===== config.mk =====
export PLATFORM = sky130hd
export DESIGN_NAME = gpio_bus_port
export DESIGN_NICKNAME = d
export VERILOG_FILES = /design/src/rtl/gpio_bus_pkg.sv /design/src/rtl/gpio_sync.sv /design/src/rtl/gpio_port_regs.sv /design/src/rtl/gpio_pin_mux.sv /design/src/rtl/gpio_bus_port.sv
export SDC_FILE = /design/constraint.sdc
export NUM_CORES = 1
export LEC_CHECK = 0
export BUFFER_PORTS_ARGS = -buffer_cell sky130_fd_sc_hd__clkbuf_2
export CAP_MARGIN = 30
export CORE_ASPECT_RATIO = 1.25
export CORE_MARGIN = 3
export CORE_UTILIZATION = 42
export CTS_CLUSTER_DIAMETER = 200
export DETAILED_ROUTE_END_ITERATION = 8
export PLACE_DENSITY = 0.75
export SYNTH_ARGS = -nofsm -noshare
export SYNTH_HDL_FRONTEND = slang
export SYNTH_SLANG_ARGS = --single-unit

===== constraint.sdc =====
create_clock -name clk -period 0.8 [get_ports clk]
set_clock_uncertainty 0.05 [all_clocks]
set_input_delay 0.08 -clock clk [delete_from_list [all_inputs] [get_ports clk]]
set_output_delay 0.08 -clock clk [all_outputs]
set_load 0.1 [all_outputs]

===== src/rtl/gpio_bus_pkg.sv =====
package gpio_bus_pkg;
  localparam int PORT_W   = 8;
  localparam int ADDR_W   = 2;
  localparam int OFS_DATA = 0;
  localparam int OFS_CTRL = 2;
  localparam int SYNC_LEN = 2;

  // per-bit selector: driven bits read the latch, released bits read the pins
  function automatic logic [PORT_W-1:0] pick_read(
    input logic [PORT_W-1:0] dir,
    input logic [PORT_W-1:0] latch,
    input logic [PORT_W-1:0] pins
  );
    logic [PORT_W-1:0] r;
    for (int i = 0; i < PORT_W; i++) r[i] = dir[i] ? latch[i] : pins[i];
    return r;
  endfunction
endpackage


===== src/rtl/gpio_sync.sv =====
module gpio_sync #(
  parameter int W      = 8,
  parameter int STAGES = 2
) (
  input  logic         clk,
  input  logic         rst_n,
  input  logic [W-1:0] d,
  output logic [W-1:0] q
);
  logic [W-1:0] stage [STAGES];

  for (genvar s = 0; s < STAGES; s++) begin : g_stage
    always_ff @(posedge clk or negedge rst_n) begin
      if (!rst_n) stage[s] <= '0;
      else if (s == 0) stage[s] <= d;
      else stage[s] <= stage[(s == 0) ? 0 : s-1];
    end
  end

  assign q = stage[STAGES-1];
endmodule


===== src/rtl/gpio_port_regs.sv =====
module gpio_port_regs #(
  parameter int W = 8
) (
  input  logic         clk,
  input  logic         rst_n,
  input  logic         data_wr,
  input  logic         ctrl_wr,
  input  logic         ext_active,
  input  logic [W-1:0] wdata,
  output logic [W-1:0] latch_q,
  output logic [W-1:0] dir_q
);
  always_ff @(posedge clk or negedge rst_n) begin
    if (!rst_n) latch_q <= '0;
    else if (data_wr) latch_q <= wdata;
  end

  // external access has priority over a software mask write
  always_ff @(posedge clk or negedge rst_n) begin
    if (!rst_n) dir_q <= '0;
    else if (ext_active) dir_q <= '0;
    else if (ctrl_wr) dir_q <= wdata;
  end
endmodule


===== src/rtl/gpio_pin_mux.sv =====
module gpio_pin_mux #(
  parameter int W = 8
) (
  input  logic         ext_active,
  input  logic         ext_write,
  input  logic [W-1:0] ext_wdata,
  input  logic [W-1:0] latch_q,
  input  logic [W-1:0] dir_q,
  output logic [W-1:0] pin_out,
  output logic [W-1:0] pin_oe
);
  always_comb begin
    if (ext_active) begin
      pin_out = ext_write ? ext_wdata : latch_q;
      pin_oe  = {W{ext_write}};
    end else begin
      pin_out = latch_q;
      pin_oe  = dir_q;
    end
  end
endmodule


===== src/rtl/gpio_bus_port.sv =====
module gpio_bus_port
  import gpio_bus_pkg::*;
#(
  parameter int W     = PORT_W,
  parameter int AW    = ADDR_W,
  parameter int SYNCN = SYNC_LEN
) (
  input  logic          clk,
  input  logic          rst_n,
  input  logic [AW-1:0] reg_addr,
  input  logic          reg_wr,
  input  logic [W-1:0]  reg_wdata,
  output logic [W-1:0]  reg_rdata,
  input  logic          ext_active,
  input  logic          ext_write,
  input  logic [W-1:0]  ext_wdata,
  output logic [W-1:0]  ext_rdata,
  input  logic [W-1:0]  pin_in,
  output logic [W-1:0]  pin_out,
  output logic [W-1:0]  pin_oe
);
  localparam logic [AW-1:0] A_DATA = AW'(OFS_DATA);
  localparam logic [AW-1:0] A_CTRL = AW'(OFS_CTRL);

  // named internal events for the checker
  logic          data_wr;
  logic          ctrl_wr;
  logic [W-1:0]  latch_q;
  logic [W-1:0]  dir_q;
  logic [W-1:0]  pins_sync;

  assign data_wr = reg_wr && (reg_addr == A_DATA);
  assign ctrl_wr = reg_wr && (reg_addr == A_CTRL);

  gpio_sync #(.W(W), .STAGES(SYNCN)) u_sync (
    .clk(clk), .rst_n(rst_n), .d(pin_in), .q(pins_sync)
  );

  gpio_port_regs #(.W(W)) u_regs (
    .clk(clk), .rst_n(rst_n), .data_wr(data_wr), .ctrl_wr(ctrl_wr),
    .ext_active(ext_active), .wdata(reg_wdata),
    .latch_q(latch_q), .dir_q(dir_q)
  );

  gpio_pin_mux #(.W(W)) u_mux (
    .ext_active(ext_active), .ext_write(ext_write), .ext_wdata(ext_wdata),
    .latch_q(latch_q), .dir_q(dir_q), .pin_out(pin_out), .pin_oe(pin_oe)
  );

  always_comb begin
    if (reg_addr == A_DATA) reg_rdata = pick_read(dir_q, latch_q, pins_sync);
    else reg_rdata = '0;
  end

  assign ext_rdata = pins_sync;
endmodule


==> run summary, run 1 <==
Reg clk slew, reported paths = 70 ps
Final Critical Period = 1363 ps
Leakage power = 1.365 nW
Drt first pass iters = 4
Worst endpoint data arrival time = 1230 ps
Max Cap Violations = 0
CTS Buffer Depth = 2
Die Height = 71.39 um
IO Pins = 63
Largest net degree at the start of global routing = 33
Synth Area per Inst = 12.82 um^2
Vias in the first global route = 1428
Vias = 1272
Core ar. = 0.003252 mm^2
Yosys reg bits = 32
Syn Inst Count = 112
Syn_nets = 143
Worst Reg-to-Reg Cells = 3
Final setup violating endpoints = 48
Final hold vios = 0
Hold Crit Depth = 2
Worst-Margin Slew = 290.6 ps
Yosys cell types = 14
Slew Limit Headroom = 80.62%
Max Freq = 733.7 MHz
DRC viols = 0
Initial drt markers = 50
Power, Total = 5.749 mW
Hold-fix buffers, CTS = 10
Placer Congestion = 0.7497
Most frequent cells in the layout = buf_12, clkbuf_2, dfrtp_1
Core Util, Final = 89.57%
Nets@finish = 239
Failing checks = setup timing
Worst Path Max Fanout = 3
Clock root buffer = clkbuf_8
Startpoint Class = register
Clock sinks = 32
Crit-path cells = mux2i_2, nor2_4, buf_12
Register area share after synthesis = 55.75%
Starting Density = 44.17%
CTS tree = done
Setup total negative slack = -16990 ps
Cell taking the most area after synthesis = dfrtp_1
Drt via density = 5.171
Post-DP Area = 0.002484 mm^2
Kind of critical path = reg -> out
Synth warn = 0
Hold Worst Slack = 5.654 ps
H-tree depth = 2
Gr usage total = 26.99%
Slew Viols, Final = 0
Final Non-Filler Cells = 246
Inserted Clock Buffers = 5
Ratio of cells with drive above 1 in the final layout = 70.81%
Diode count = 0
Global-route wire length before repair = 7.928 mm
Synth area leaders = dfrtp_1, mux2i_1, mux2_2, nand2b_1, buf_4
Worst hold-check path type = in -> reg
Critical path required time = 670 ps
Antenna Nets Post-Route = 0
Status = complete, but fails checks
WL/cell = 22.61 um
Worst Setup SP = u_regs.latch_q[2]
Row count = 23
Critical R2R Launch = u_regs.dir_q[4]
Final instance area = 0.002913 mm^2
P&R area growth vs syn = 102.8%
Pre-CTS WS = -328.1 ps
Initial antenna violation count = 0
HP Start = reg_wdata[2]
Max VDD drop = 0.001864 V
Routed wire length = 5.562 mm
Commonest non-fill, non-tap cell in the layout = buf_12
Slowest stage delay, CP = 440 ps
Die width = 58.31 um
Critical Path Slowest Stage Cell = dfrtp_1
Pwr Density = 1974 mW/mm^2
Final setup margin = -562.9 ps
Period utilisation layout = 170.4%
Unrepaired setup endpoints after global routing = true
Synth Cell Area = 0.001436 mm^2
Synth top area share = 55.75%
Total congestion overflow = 0
Clk_lat worst skew = 290 ps
Hpwl dp = 3.029 mm
Placed cells = 214
Critical path capture point type = primary output
Die area = 0.004162 mm^2
Port buffer count = 62
-- worst paths after layout --
kind / slack, ps / to
max reg2reg: -240 / u_regs.dir_q[4]
max in group asynchronous: 250 / u_regs.latch_q[3]
max: -560 / reg_rdata[2]
min reg2reg: 310 / u_sync.q[1]
min in group asynchronous: 270 / u_sync.q[7]
min: 6 / u_regs.latch_q[2]
-- cells by family after synthesis --
| group | share of synthesized area [%] |
|---|---|
| buf+inv | 6.010 |
| flops | 55.75 |
| mux | 24.22 |
| simple gates | 14.03 |
-- routing by layer --
layer  vias to the layer above  routed length, um  track usage, %
li1                        554                  -               -
met1                       649               2055           30.49
met2                        57               3148           47.33
met3                        12                260           7.568
met4                         0                 97           10.31
met5                         -                  0               0
-- worst max-delay path, delay by kind of cell, from the launching register on --
family                 cells  cell delay, ps
multiplexers               1             260
flip-flops                 1             440
AND/OR/NAND/NOR            1              60
buffers and inverters      1             170
-- sequential cells by signal (all words and copies together) (netlist names) --
name and cells:
u_regs.latch_q 8, u_regs.dir_q 8, u_sync.q 8, u_sync.stage 8
-- power by group --
group          switching [mW]  internal [mW]  leakage (nW)  total [mW]
Sequential              0.157           1.75         0.389        1.91
Clock                   0.586          0.701        0.0455        1.29
Combinational            1.50           1.05         0.931        2.55
-- Yosys cell counts (all sizes together) --
cell    count
dfrtp      32
mux2       16
mux2i      16
nand2b     16
buf        10
nand2       9
nor2        8
clkbuf      2
and3b       1
nor3b       1
or2         1
-- cell type report --
cell class / count / area [um^2]
Fill cell: 118 / 339.1
Sequential cell: 32 / 803.3
Clock buffer: 8 / 90.09
Multi-Input combinational cell: 68 / 787.0
Tap cell: 37 / 46.29
Timing Repair Buffer: 101 / 1186
-- repair_timing --
item / CTS / global route
hold endpoints to repair: 43 / 1
buffers inserted: 11 / 15
gates resized for setup: 18 / 23
gates cloned: 0 / 0
pin swaps: 7 / 2
setup endpoints to repair: 46 / 48
Power figures use the tool's default switching activity.
==> run 2: changes to the inputs <==
--- a/config.mk
+++ b/config.mk
@@ -12,7 +12,7 @@
 export CORE_UTILIZATION = 42
 export CTS_CLUSTER_DIAMETER = 200
 export DETAILED_ROUTE_END_ITERATION = 8
-export PLACE_DENSITY = 0.75
+export PLACE_DENSITY = 0.81
 export SYNTH_ARGS = -nofsm -noshare
 export SYNTH_HDL_FRONTEND = slang
 export SYNTH_SLANG_ARGS = --single-unit
==> run 2 against run 1 <==
Compared with the run above: the flow finishes with violations (hold timing, setup timing); die area is the same; combinational power shrank 3%; critical path depth is the same; sequential power is essentially flat; worst hold slack lost 17 ps; maximum frequency shrank 0.79%; setup slack lost 11 ps; sequential share of layout area grew 0.059 points; via count shrank 1.7%; critical path type unchanged.
==> run summary, run 2 (same netlist as run 1, synthesis figures left out) <==
Status = complete, but fails checks
Failing checks = hold timing, setup timing
P&R area growth vs syn = 102.4%
CTS tree = done
Initial antenna violation count = 0
Slew Limit Headroom = 80.72%
CTS Buffer Depth = 2
Commonest non-fill, non-tap cell in the layout = buf_12
RR Endpoint = u_regs.dir_q[7]
Worst Setup SP = u_regs.dir_q[4]
Max Cap Violations = 0
Final Critical Period = 1374 ps
Die Height = 71.39 um
Gr usage total = 28.31%
Largest net degree at the start of global routing = 33
Post-DP Area = 0.002491 mm^2
Final setup violating endpoints = 48
Max VDD drop = 0.002217 V
IO Pins = 63
Leakage power = 1.355 nW
Power, Total = 6.117 mW
WL/cell = 22.02 um
Pre-CTS WS = -295.2 ps
DRC viols = 0
# fillers = 115
Worst endpoint data arrival time = 1240 ps
Most frequent cells in the layout = buf_12, clkbuf_2, dfrtp_1
Final instance area = 0.002907 mm^2
CP endpoint = reg_rdata[4]
Placer Congestion = 0.7276
Critical path capture point type = primary output
Kind of critical path = reg -> out
Vias = 1250
Hpwl dp = 3.033 mm
Row count = 23
Global-route wire length before repair = 8.369 mm
Hold Crit Depth = 2
Core ar. = 0.003252 mm^2
Core Util, Final = 89.38%
Port buffer count = 62
Starting Density = 44.17%
Clock root buffer = clkbuf_8
R2R Setup Slk = -230 ps
Total congestion overflow = 0
Clk_lat worst skew = 280 ps
Unrepaired setup endpoints after global routing = true
Worst Path Max Fanout = 2
Inserted Clock Buffers = 5
Drt via density = 5.144
Initial drt markers = 32
Drt first pass iters = 4
Final setup margin = -573.7 ps
Die width = 58.31 um
Antenna Nets Post-Route = 0
Max Freq = 728.0 MHz
Reg clk slew, reported paths = 70 ps
Critical path required time = 670 ps
Startpoint Class = register
Pwr Density = 2105 mW/mm^2
Setup total negative slack = -16440 ps
Routed wire length = 5.352 mm
Worst Reg-to-Reg Cells = 4
Nets@finish = 236
H-tree depth = 2
Vias in the first global route = 1466
Final hold vios = 1
Slew Viols, Final = 0
Die area = 0.004162 mm^2
Worst-Margin Slew = 289.2 ps
Worst hold-check path type = in -> reg
Period utilisation layout = 171.7%
Critical R2R Launch = u_regs.dir_q[7]
Diode count = 0
Clock sinks = 32
Ratio of cells with drive above 1 in the final layout = 69.90%
Hold Worst Slack = -11.36 ps
Hold-fix buffers, CTS = 12
run 2: changes by cell type in the layout (fill, tap and decap cells not counted), sizes merged:
cell,delta
dlygate4sd3,+1
buf,-4
bufinv,+1
clkbuf,-1
run 2: how the worst min path moves through the flow:
| stage | to | startpoint |
|---|---|---|
| after floorplan | u_regs.dir_q[0] | rst_n |
| after global placement | u_sync.q[0] | rst_n |
| after detailed placement | u_sync.stage[8] | rst_n |
| after CTS | u_regs.latch_q[7] | reg_wdata[7] |
| after global routing | u_regs.latch_q[3] | reg_wdata[3] |
| final | u_regs.latch_q[0] | reg_wdata[0] |
run 2: worst max-delay path, cell delays in order, from the launching register on:
cell and delay (ps):
dfrtp_1 390, mux2i_2 310, nor2_4 80, buf_12 170
run 2: area by class of cell:
class / instances / area (um^2) / area share, %
Tap cell: 37 / 46.29 / 1.593
Clock buffer: 7 / 96.34 / 3.315
Multi-Input combinational cell: 68 / 772.0 / 26.56
Timing Repair Buffer: 98 / 1159 / 39.86
Clock inverter: 1 / 30.03 / 1.033
Sequential cell: 32 / 803.3 / 27.64
run 2: metrics by stage:
step,instances,hold slack [ps]
after global routing,243,-10.23
after CTS,240,-12.32
final,243,-11.36
after global placement,215,-1.997
after floorplan,112,-265.6
after detailed placement,215,-0.08002
run 2: routing by layer:
metal / wire (um) / up-vias / global-route usage, %
li1: - / 552 / -
met5: 0 / - / 0
met2: 2868 / 51 / 47.70
met3: 264 / 10 / 5.766
met4: 95 / 0 / 12.11
met1: 2124 / 637 / 34.58
run 2: what timing repair did:
item	in CTS	in global routing
buffers inserted	11	12
pin swaps	4	3
resized for setup	17	16
endpoints found under the setup margin	46	48
endpoints found under the hold margin	47	3
run 2: power breakdown:
part | leakage, nW | internal, mW | switching, mW
clock network | 0.0645 | 1.10 | 0.637
registers | 0.388 | 1.75 | 0.147
logic | 0.902 | 1.01 | 1.47
